`src/rtl/sleg_pkg.sv`:
```
package sleg_pkg;

  typedef enum logic [1:0] {
    LEG_POS   = 2'd0,
    LEG_NEG   = 2'd1,
    LEG_PULLD = 2'd2,
    LEG_PUSHU = 2'd3
  } legMode_t;

  // strobes from control to datapath
  typedef struct packed {
    logic loadActive;  // next carrier value is the zero point
    logic rising;      // carrier is on its up slope
  } legStrobe_t;

endpackage

```
`src/rtl/sleg_ctrl.sv`:
```
module sleg_ctrl
  import sleg_pkg::*;
#(
  parameter int CNT_W = 12,
  parameter int TOP   = 2500
) (
  input  logic             clk,
  input  logic             rstN,
  output logic [CNT_W-1:0] carrier,
  output legStrobe_t       strb
);
  localparam logic [CNT_W-1:0] TOP_C = CNT_W'(TOP);
  localparam logic [CNT_W-1:0] ONE_C = CNT_W'(1);

  logic [CNT_W-1:0] cntQ;
  logic             upQ;

  always_ff @(posedge clk) begin
    if (!rstN) begin
      cntQ <= '0;
      upQ  <= 1'b1;
    end else if (upQ) begin
      if (cntQ == TOP_C) begin
        cntQ <= TOP_C - ONE_C;
        upQ  <= 1'b0;
      end else begin
        cntQ <= cntQ + ONE_C;
      end
    end else begin
      if (cntQ == '0) begin
        cntQ <= ONE_C;
        upQ  <= 1'b1;
      end else begin
        cntQ <= cntQ - ONE_C;
      end
    end
  end

  always_comb begin
    strb.loadActive = !upQ && (cntQ == ONE_C);
    strb.rising     = upQ;
  end

  assign carrier = cntQ;

endmodule

```
`src/rtl/sleg_datapath.sv`:
```
module sleg_datapath
  import sleg_pkg::*;
#(
  parameter int CNT_W = 12,
  parameter int TOP   = 2500
) (
  input  logic             clk,
  input  logic             rstN,
  input  legStrobe_t       strb,
  input  logic [CNT_W-1:0] carrier,
  input  logic             cfgValid,
  input  logic [1:0]       modeIn,
  input  logic [CNT_W-1:0] dutyIn,
  input  logic [CNT_W-1:0] compPosIn,
  input  logic [CNT_W-1:0] compNegIn,
  output logic             gateHi,
  output logic             gateLo
);
  localparam int THR_W = CNT_W + 1;
  localparam logic [THR_W-1:0] FULL_ON = THR_W'(TOP + 1);

  typedef struct packed {
    legMode_t         mode;
    logic [CNT_W-1:0] duty;
    logic [CNT_W-1:0] compPos;
    logic [CNT_W-1:0] compNeg;
  } legCfg_t;

  legCfg_t shadowQ, activeQ;
  logic [THR_W-1:0] hiSum, hiThr, loThr, cntExt;
  logic             hiPulse, loPulse, hiNext, loNext;
  logic             hiQ, loQ;

  // shadow capture and period-boundary transfer
  always_ff @(posedge clk) begin
    if (!rstN) begin
      shadowQ <= '{mode: LEG_POS, duty: '0, compPos: '0, compNeg: '0};
      activeQ <= '{mode: LEG_POS, duty: '0, compPos: '0, compNeg: '0};
    end else begin
      if (strb.loadActive) activeQ <= shadowQ;
      if (cfgValid) begin
        shadowQ.mode    <= legMode_t'(modeIn);
        shadowQ.duty    <= dutyIn;
        shadowQ.compPos <= compPosIn;
        shadowQ.compNeg <= compNegIn;
      end
    end
  end

  // compensated thresholds, clamped to the period
  always_comb begin
    cntExt = {1'b0, carrier};
    hiSum  = {1'b0, activeQ.duty} + {1'b0, activeQ.compPos};
    hiThr  = (hiSum > FULL_ON) ? FULL_ON : hiSum;
    loThr  = (activeQ.compNeg >= activeQ.duty) ? '0
           : {1'b0, activeQ.duty - activeQ.compNeg};
    hiPulse = cntExt < hiThr;
    loPulse = cntExt >= loThr;
  end

  // mode gating: at most one switch ever commanded on
  always_comb begin
    unique case (activeQ.mode)
      LEG_POS:   begin hiNext = hiPulse; loNext = 1'b0;    end
      LEG_NEG:   begin hiNext = 1'b0;    loNext = loPulse; end
      LEG_PULLD: begin hiNext = 1'b0;    loNext = 1'b1;    end
      LEG_PUSHU: begin hiNext = 1'b1;    loNext = 1'b0;    end
      default:   begin hiNext = 1'b0;    loNext = 1'b0;    end
    endcase
  end

  always_ff @(posedge clk) begin
    if (!rstN) begin
      hiQ <= 1'b0;
      loQ <= 1'b0;
    end else begin
      hiQ <= hiNext;
      loQ <= loNext;
    end
  end

  assign gateHi = hiQ;
  assign gateLo = loQ;

endmodule

```
`src/rtl/single_leg_gate.sv`:
```
module single_leg_gate
  import sleg_pkg::*;
#(
  parameter int CNT_W = 12,
  parameter int TOP   = 2500
) (
  input  logic             clk,
  input  logic             rstN,
  input  logic             cfgValid,
  input  logic [1:0]       modeIn,
  input  logic [CNT_W-1:0] dutyIn,
  input  logic [CNT_W-1:0] compPosIn,
  input  logic [CNT_W-1:0] compNegIn,
  output logic [CNT_W-1:0] carrierOut,
  output logic             gateHi,
  output logic             gateLo
);
  legStrobe_t       strb;
  logic [CNT_W-1:0] carrier;

  sleg_ctrl #(.CNT_W(CNT_W), .TOP(TOP)) u_ctrl (
    .clk(clk), .rstN(rstN), .carrier(carrier), .strb(strb)
  );

  sleg_datapath #(.CNT_W(CNT_W), .TOP(TOP)) u_dp (
    .clk(clk), .rstN(rstN), .strb(strb), .carrier(carrier),
    .cfgValid(cfgValid), .modeIn(modeIn), .dutyIn(dutyIn),
    .compPosIn(compPosIn), .compNegIn(compNegIn),
    .gateHi(gateHi), .gateLo(gateLo)
  );

  assign carrierOut = carrier;

endmodule

```
`config.mk`:
```
export PLATFORM = sky130hd
export DESIGN_NAME = single_leg_gate
export DESIGN_NICKNAME = d
export VERILOG_FILES = /design/src/rtl/sleg_pkg.sv /design/src/rtl/sleg_ctrl.sv /design/src/rtl/sleg_datapath.sv /design/src/rtl/single_leg_gate.sv
export SDC_FILE = /design/constraint.sdc
export NUM_CORES = 1
export LEC_CHECK = 0
export CAP_MARGIN = 20
export CORE_ASPECT_RATIO = 0.75
export CORE_MARGIN = 4
export CORE_UTILIZATION = 52
export DETAILED_ROUTE_END_ITERATION = 8
export DONT_BUFFER_PORTS = 1
export PLACE_DENSITY_LB_ADDON = 0.15
export SETUP_SLACK_MARGIN = 0.4
export SLEW_MARGIN = 20
export SYNTH_ARGS = -nofsm -noshare
export SYNTH_HDL_FRONTEND = slang
export SYNTH_SLANG_ARGS = --single-unit
```
`constraint.sdc`:
```
create_clock -name clk -period 4.6 [get_ports clk]
set_input_delay 0.23 -clock clk [delete_from_list [all_inputs] [get_ports clk]]
set_output_delay 0.23 -clock clk [all_outputs]
set_load 0.02 [all_outputs]
```
==> impl_metrics.yaml, run 1 <==
power_and_ir_drop:
  power.leakage_nw: 2.53
  total_power_w: 0.00173
  peakVddDrop_v: 0.000229
  pwr_density_cell_mw_per_mm2: 280
clock_network:
  cts_buffer_depth: 2
  cts_hold_buf: 0
  cts_tree: "built"
  clock_sinks: 91
  cts_root_buffer: "clkbuf_16"
  htreeDepth: 3
  cts_buffers: 9
  cts.clk_slew.worst_paths_ps: 70
  clock_latency_ps: 340
route:
  first_iter_violations: 317
  drt-wirelength-per-cell_um: 17.4
  wl_mm: 13.9
  drt-pass1-iter-count: 6
  drc: 0
  via_per_inst: 5.93
  drtAntennaViolNets: 0
  num_vias: 4746
setup_path:
  worstPathRequired_ps: 4890
  worst_setup_path_start_kind: "register"
  cp_top_family: "compound AO/OA/AOI/OAI gates"
  critPathBufInv: 1
  arrival_ps: 4220
  path_class: "reg2reg"
  slowest_delay_ps: 410
  critPathMaxFanout: 6
  crit_chain: "ha_1 -> inv_1 -> fa_1 -> and2b_4 -> o31ai_4 -> a21o_2 -> a221oi_1 -> nand4_1 -> a31oi_4 -> nor2_1 -> ha_1 -> a21o_1 -> a21o_1 -> a211oi_1 -> nor3_1 -> o21ai_0 -> a21o_2"
  slowest_stage: "fa_1"
  cp-end-kind: "register"
layout:
  nNetsFinal: 750
  antennaDiodeCount: 0
  syn2layout_area_growth_pct: 6.45
  drive_gt1_share_pct: 7.26
  fin_cells: 801
timing:
  relSlewSlack_pct: 33.8
  rsz0062_at_grt: "false"
  finalSetupViolCount: 0
  hold_viol: 0
  tightestPinTransition_ps: 993
  fmax_mhz: 255
  period_share_pct: 85.3
  min_period_ps: 3920
  drv_slew: 0
  skew_ps: 7.83
  final.setup.tns_ps: 0
grt:
  gr-total-overflow: 0
  grt_pass1_vias: 4567
  grtUsageTotal_pct: 21.6
  antenna_found_initial: 0
  grt_max_degree: 90
  grt_pass1_wl_mm: 22.5
synth:
  synth_flop_cell: "dfxtp_1"
  seq_area_frac_synth_pct: 31.4
  synth_cells: 673
  synth-async-reset-ratio_pct: 0
  syn_area_per_cell_um2: 8.61
  yosysWarnings: 0
  synth_area_mm2: 0.00580
  synth_cell_types: 75
  synth_fp_nets: 767
  synth-edff-count: 0
  ys_seq_elements: 91
placed_design:
  post-place-cells: 785
  hpwl_mm: 10.4
  io_buffers: 0
  gp_congestion: 0.972
die:
  core_area_mm2: 0.0109
  fp-row-count: 33
  initial_core_util_pct: 53.2
  die_x_um: 130
  die_area_mm2: 0.0129
  die_y_um: 99.4
  ios: 55
run_status:
  outcome: "finished, final reports clean"
job:
  drv_cap: 0
min_path:
  worstHoldPathType: "in2reg"
-- final cells by class --
type | count | area (um2)
clock buffers | 9 | 225
clock inverters | 7 | 80.1
fillers | 1013 | 4730
inverters | 23 | 86.3
multi-input cells | 526 | 3740
flip-flops and latches | 91 | 1820
well taps | 140 | 175
repair buffers | 5 | 37.5
-- worst paths after layout --
kind                            depth (start not counted)                 to        startpoint  slack [ps]
worst min register to register                          2   u_dp.activeQ[16]  u_dp.shadowQ[16]         450
worst max-delay path                                   17        u_dp.gateHi  u_dp.activeQ[24]         680
worst max register to register                         17        u_dp.gateHi  u_dp.activeQ[24]         680
worst min-delay path                                    1  u_ctrl.carrier[0]              rstN          10
-- synth_stat cells (all sizes together) (17+ instances only) --
| library cell | number | area [um2] |
|---|---|---|
| a21boi | 39 | 293 |
| a21oi | 24 | 120 |
| clkbuf | 17 | 63.8 |
| dfxtp | 91 | 1820 |
| ha | 51 | 638 |
| inv | 23 | 86.3 |
| mux2i | 39 | 390 |
| nand2 | 103 | 387 |
| nand3 | 17 | 85.1 |
| nor2 | 28 | 105 |
| nor2b | 44 | 275 |
| o21ai | 19 | 98.8 |
-- what timing repair did --
action                                  4_1_cts  5_1_grt
endpoints found under the hold margin         0        0
endpoints found under the setup margin        0        1
gates resized for setup                       0        9
setup buffers                                 0        0
-- state kept, by name, summed over array words and instances (netlist names) --
| register | flops |
|---|---|
| u_ctrl.carrier | 12 |
| u_dp.gateLo | 1 |
| u_dp.activeQ | 38 |
| u_ctrl.upQ | 1 |
| u_dp.shadowQ | 38 |
| u_dp.gateHi | 1 |
-- power by group --
group	total [W]	internal [W]	leakage [nW]	switching, W
logic	0.000113	0.0000613	1.64	0.0000521
clock network	0.000772	0.000430	0.149	0.000342
registers	0.000840	0.000812	0.741	0.0000285
total	0.00173	0.00130	2.53	0.000423
-- placed cells by master, fill, tap and decap left out, types with 6 or more instances in the layout --
| cell type | Yosys | final |
|---|---|---|
| a21oi_1 | 24 | 23 |
| nor3_1 | 11 | 11 |
| clkbuf_16 | 0 | 9 |
| nor2_1 | 28 | 28 |
| mux2i_1 | 39 | 38 |
| a21boi_0 | 19 | 19 |
| nor2b_1 | 44 | 44 |
| a21boi_1 | 20 | 20 |
| a211oi_1 | 9 | 6 |
| o211ai_1 | 6 | 6 |
| dfxtp_1 | 91 | 91 |
| xnor2_1 | 7 | 7 |
| ha_1 | 51 | 50 |
| inv_1 | 23 | 23 |
| o21a_1 | 8 | 8 |
| nand2_1 | 103 | 103 |
| xor2_1 | 9 | 9 |
| o21ai_0 | 17 | 17 |
| and3_1 | 9 | 9 |
| a21o_1 | 13 | 13 |
| nand3_1 | 17 | 17 |
-- cells by family after synthesis --
kind of cell    Yosys count  share of synthesized area (%)
simple gates            254                           22.1
compound gates          164                           20.9
flops                    91                           31.4
buf+inv                  56                           4.66
fa+ha+maj                53                           11.7
mux                      39                           6.73
xor+xnor                 16                           2.42
-- metrics by stage --
| stage | utilization (%) | cell area (um2) | setup slack, ps | hold WS [ps] |
|---|---|---|---|---|
| 2_1_floorplan | - | 5800 | 982 | 399 |
| 3_3_place_gp | 53.4 | 5830 | 779 | 359 |
| 3_5_place_dp | 53.4 | 5830 | 511 | 363 |
| 4_1_cts | 56.2 | 6130 | 501 | 4.27 |
| 5_1_grt | 56.6 | 6170 | 387 | 2.11 |
| 6_report | 56.6 | 6170 | 677 | 10.1 |
-- routing by layer --
metal / GRT usage, % / part of all wire, % / vias up
li1: - / - / 2370
met1: 31.0 / 49 / 2218
met2: 33.2 / 44 / 139
met3: 5.10 / 5.8 / 19
met4: 4.79 / 1.1 / 0
met5: 0 / 0 / -
No activity file was read; power rests on OpenSTA's default activity.
==> run 2: changes to the inputs <==
--- a/config.mk
+++ b/config.mk
@@ -5,9 +5,10 @@
 export SDC_FILE = /design/constraint.sdc
 export NUM_CORES = 1
 export LEC_CHECK = 0
+export ABC_AREA = 1
 export CAP_MARGIN = 20
 export CORE_ASPECT_RATIO = 0.75
-export CORE_MARGIN = 4
+export CORE_MARGIN = 1.5
 export CORE_UTILIZATION = 52
 export DETAILED_ROUTE_END_ITERATION = 8
 export DONT_BUFFER_PORTS = 1
==> run 2 against run 1 <==
Routed wire length is 1.5% lower. Synthesized area is 5.8% lower. Sequential share of layout area is 1.8 points higher. Clock skew is 2.0 ps lower. Non-clock buffer count is 3 lower. Setup slack better by 360 ps. Maximum frequency is 10% higher. Critical endpoint is now u_dp.gateLo. Register-to-register slack better by 360 ps. Synthesized cell count is 21% higher. Sequential power is 0.7% lower. Design area is 5.6% lower. Highest routed layer unchanged.
==> impl_metrics.yaml, run 2 <==
timing:
  hold_slack_ps: 12.3
  hold_viol: 0
  rsz0062_at_grt: "false"
  drv_slew: 0
  relSlewSlack_pct: 31.5
  final.setup.tns_ps: 0
  tightestPinTransition_ps: 1030
  finalSetupViolCount: 0
  fmax_mhz: 280
  min_period_ps: 3570
  skew_ps: 5.82
  period_share_pct: 77.5
layout:
  drive_gt1_share_pct: 4.36
  fin_cells: 939
  nNetsFinal: 892
  finalInstanceArea_mm2: 0.00582
  syn2layout_area_growth_pct: 6.65
  antennaDiodeCount: 0
  final_common_cell: "nor2_1"
  final_cell_mix: "167 x nor2_1, 131 x nand2_1, 91 x dfxtp_1"
clock_network:
  cts_tree: "built"
  clock_latency_ps: 350
  htreeDepth: 3
  cts.repair.resized: 0
  postCtsSetupBuffers: 0
  cts_buffers: 9
  cts_root_buffer: "clkbuf_16"
  cts.clk_slew.worst_paths_ps: 70
  clock_sinks: 91
  cts_buffer_depth: 2
power_and_ir_drop:
  p_sw_w: 0.000414
  p_seq_share_pct: 50.7
  p_sw_share_pct: 25.2
  combinationalPowerShare_pct: 6.1
  pwr_density_cell_mw_per_mm2: 282
  p_clk_share_pct: 43.2
  power.leakage_nw: 2.72
  power.internal_w: 0.00123
  peakVddDrop_v: 0.000222
die:
  initial_core_util_pct: 53.3
  die_x_um: 121
  die_area_mm2: 0.0111
  ios: 55
  die_y_um: 91.7
  fp-row-count: 32
  core_area_mm2: 0.0102
synth:
  ys_seq_elements: 91
  muxShareOfSynthArea_pct: 0
  synth_top_family_by_area: "simple AND/OR/NAND/NOR gates"
  yosys.area.top_type_share_pct: 33.4
  synth_flop_cell: "dfxtp_1"
  synthAdderAreaFrac_pct: 12.4
  yosys.area_share.xor_xnor_pct: 1.60
  synth_cells: 812
  synth_cell_types: 32
  seq_area_frac_synth_pct: 33.4
  synth_area_mm2: 0.00546
  yosys.area_share.simple_pct: 28.7
  yosysWarnings: 0
  synth-async-reset-ratio_pct: 0
  syn_area_per_cell_um2: 6.72
  synthTopCellsByArea: "dfxtp_1 33%, ha_1 12%, nor2_1 11%"
  synth.largest_area_cell: "dfxtp_1"
  yosysMostFrequentCell: "nor2_1"
  synth-edff-count: 0
  synth_compound_area_share_pct: 15.5
  synth_fp_nets: 906
  ys_top_cells_by_count: "167 x nor2_1, 131 x nand2_1, 91 x dfxtp_1, 88 x inv_1, 87 x o21ai_0"
route:
  drc: 0
  drt-pass1-iter-count: 5
  first_iter_violations: 279
  wl_mm: 13.7
  drt-wirelength-per-cell_um: 14.6
  via_per_inst: 5.40
  num_vias: 5070
  drtAntennaViolNets: 0
setup_path:
  cp_top_family: "compound AO/OA/AOI/OAI gates"
  cp_common_cell: "a21oi_1"
  critPathMaxFanout: 6
  slowest_delay_ps: 400
  crit_chain: "inv_1 -> ha_1 -> inv_1 -> fa_1 -> inv_1 -> o21ai_0 -> a21oi_1 -> nor2_1 -> o21ai_1 -> nand2_1 -> a21oi_1 -> o21bai_1 -> nand2_2 -> nor2_1 -> ha_1 -> o21a_1 -> o21a_1 -> o21a_1 -> o21ai_0 -> nand2_1 -> a21oi_1 -> o21ai_0 -> nand2_1 -> a21oi_1"
  worstPathRequired_ps: 4840
  cp-end-kind: "register"
  arrival_ps: 3800
  worst_setup_path_start_kind: "register"
  path_class: "reg2reg"
  critPathBufInv: 3
  slowest_stage: "fa_1"
grt:
  gr-total-overflow: 0
  grt_pass1_wl_mm: 23.1
  antenna_found_initial: 0
  grt_max_degree: 82
  grtUsageTotal_pct: 26.3
  grt_pass1_vias: 4689
run_status:
  outcome: "finished, final reports clean"
placed_design:
  gp_congestion: 0.950
  post-place-cells: 922
  placed_cell_area_mm2: 0.00553
  io_buffers: 0
  hpwl_mm: 10.6
min_path:
  worstHoldPathType: "in2reg"
job:
  drv_cap: 0
==> run 2: changes by cell type after synthesis, moves of 9 or more <==
cell / before / now
nor2b_1: 44 / 0
and3_1: 9 / 0
a21boi_0: 19 / 0
o21ai_0: 17 / 87
inv_1: 23 / 88
mux2i_1: 39 / 0
a21boi_1: 20 / 0
nand3_1: 17 / 44
a21o_1: 13 / 0
a21oi_1: 24 / 49
nand2_1: 103 / 131
nor2_1: 28 / 167
==> run 2: power groups by stage <==
stage                     sequential [W]  clock, W  combinational, W
after detailed placement        0.000852         0         0.0000979
after global routing            0.000837  0.000759          0.000117
final                           0.000834  0.000710         0.0000997
after floorplan                 0.000845         0         0.0000921
after CTS                       0.000834  0.000728         0.0000997
after global placement          0.000852         0         0.0000951
==> run 2: path summary, 6_finish.rpt <==
check,from,slack (ps),depth (start not counted),to
setup / recovery,u_dp.activeQ[24],1030,24,u_dp.gateLo
hold / removal,dutyIn[11],10,2,u_dp.shadowQ[35]
setup reg to reg,u_dp.activeQ[24],1030,24,u_dp.gateLo
hold reg to reg,u_dp.activeQ[9],460,2,u_dp.activeQ[9]
==> run 2: final cells by class <==
type,instances,area [um2]
fill,1042,4430
multi-input combinational,600,3180
sequential,91,1820
inverter,94,353
clock buffer,9,225
tap,136,170
clock inverter,7,57.6
timing repair buffer,2,17.5
==> run 2: cells by family after synthesis <==
family | after synthesis
AND/OR/NAND/NOR | 379
AO/OA/AOI/OAI | 158
buffers and inverters | 121
adder cells (fa/ha/maj) | 53
flip-flops | 91
XOR/XNOR | 10
==> run 2: per-layer routing <==
metal,vias to the layer above,wire length (um),track usage [%]
met4,0,119,6.37
met5,-,0,0
met2,140,5650,38.8
li1,2626,-,-
met1,2293,7130,38.7
met3,11,786,5.78
==> run 2: through the flow <==
step | power [W] | utilization [%] | worst slack [ps]
floorplan | 0.000937 | - | 1440
CTS | 0.00166 | 56.8 | 1050
global placement | 0.000947 | 54.0 | 1230
global route | 0.00171 | 56.8 | 642
detailed placement | 0.000950 | 54.0 | 1070
finish | 0.00164 | 56.8 | 1030
==> run 2: repair_timing <==
| action | 4_1_cts | 5_1_grt |
|---|---|---|
| hold buffers | 1 | 0 |
| endpoints found under the hold margin | 1 | 0 |
| endpoints found under the setup margin | 0 | 0 |
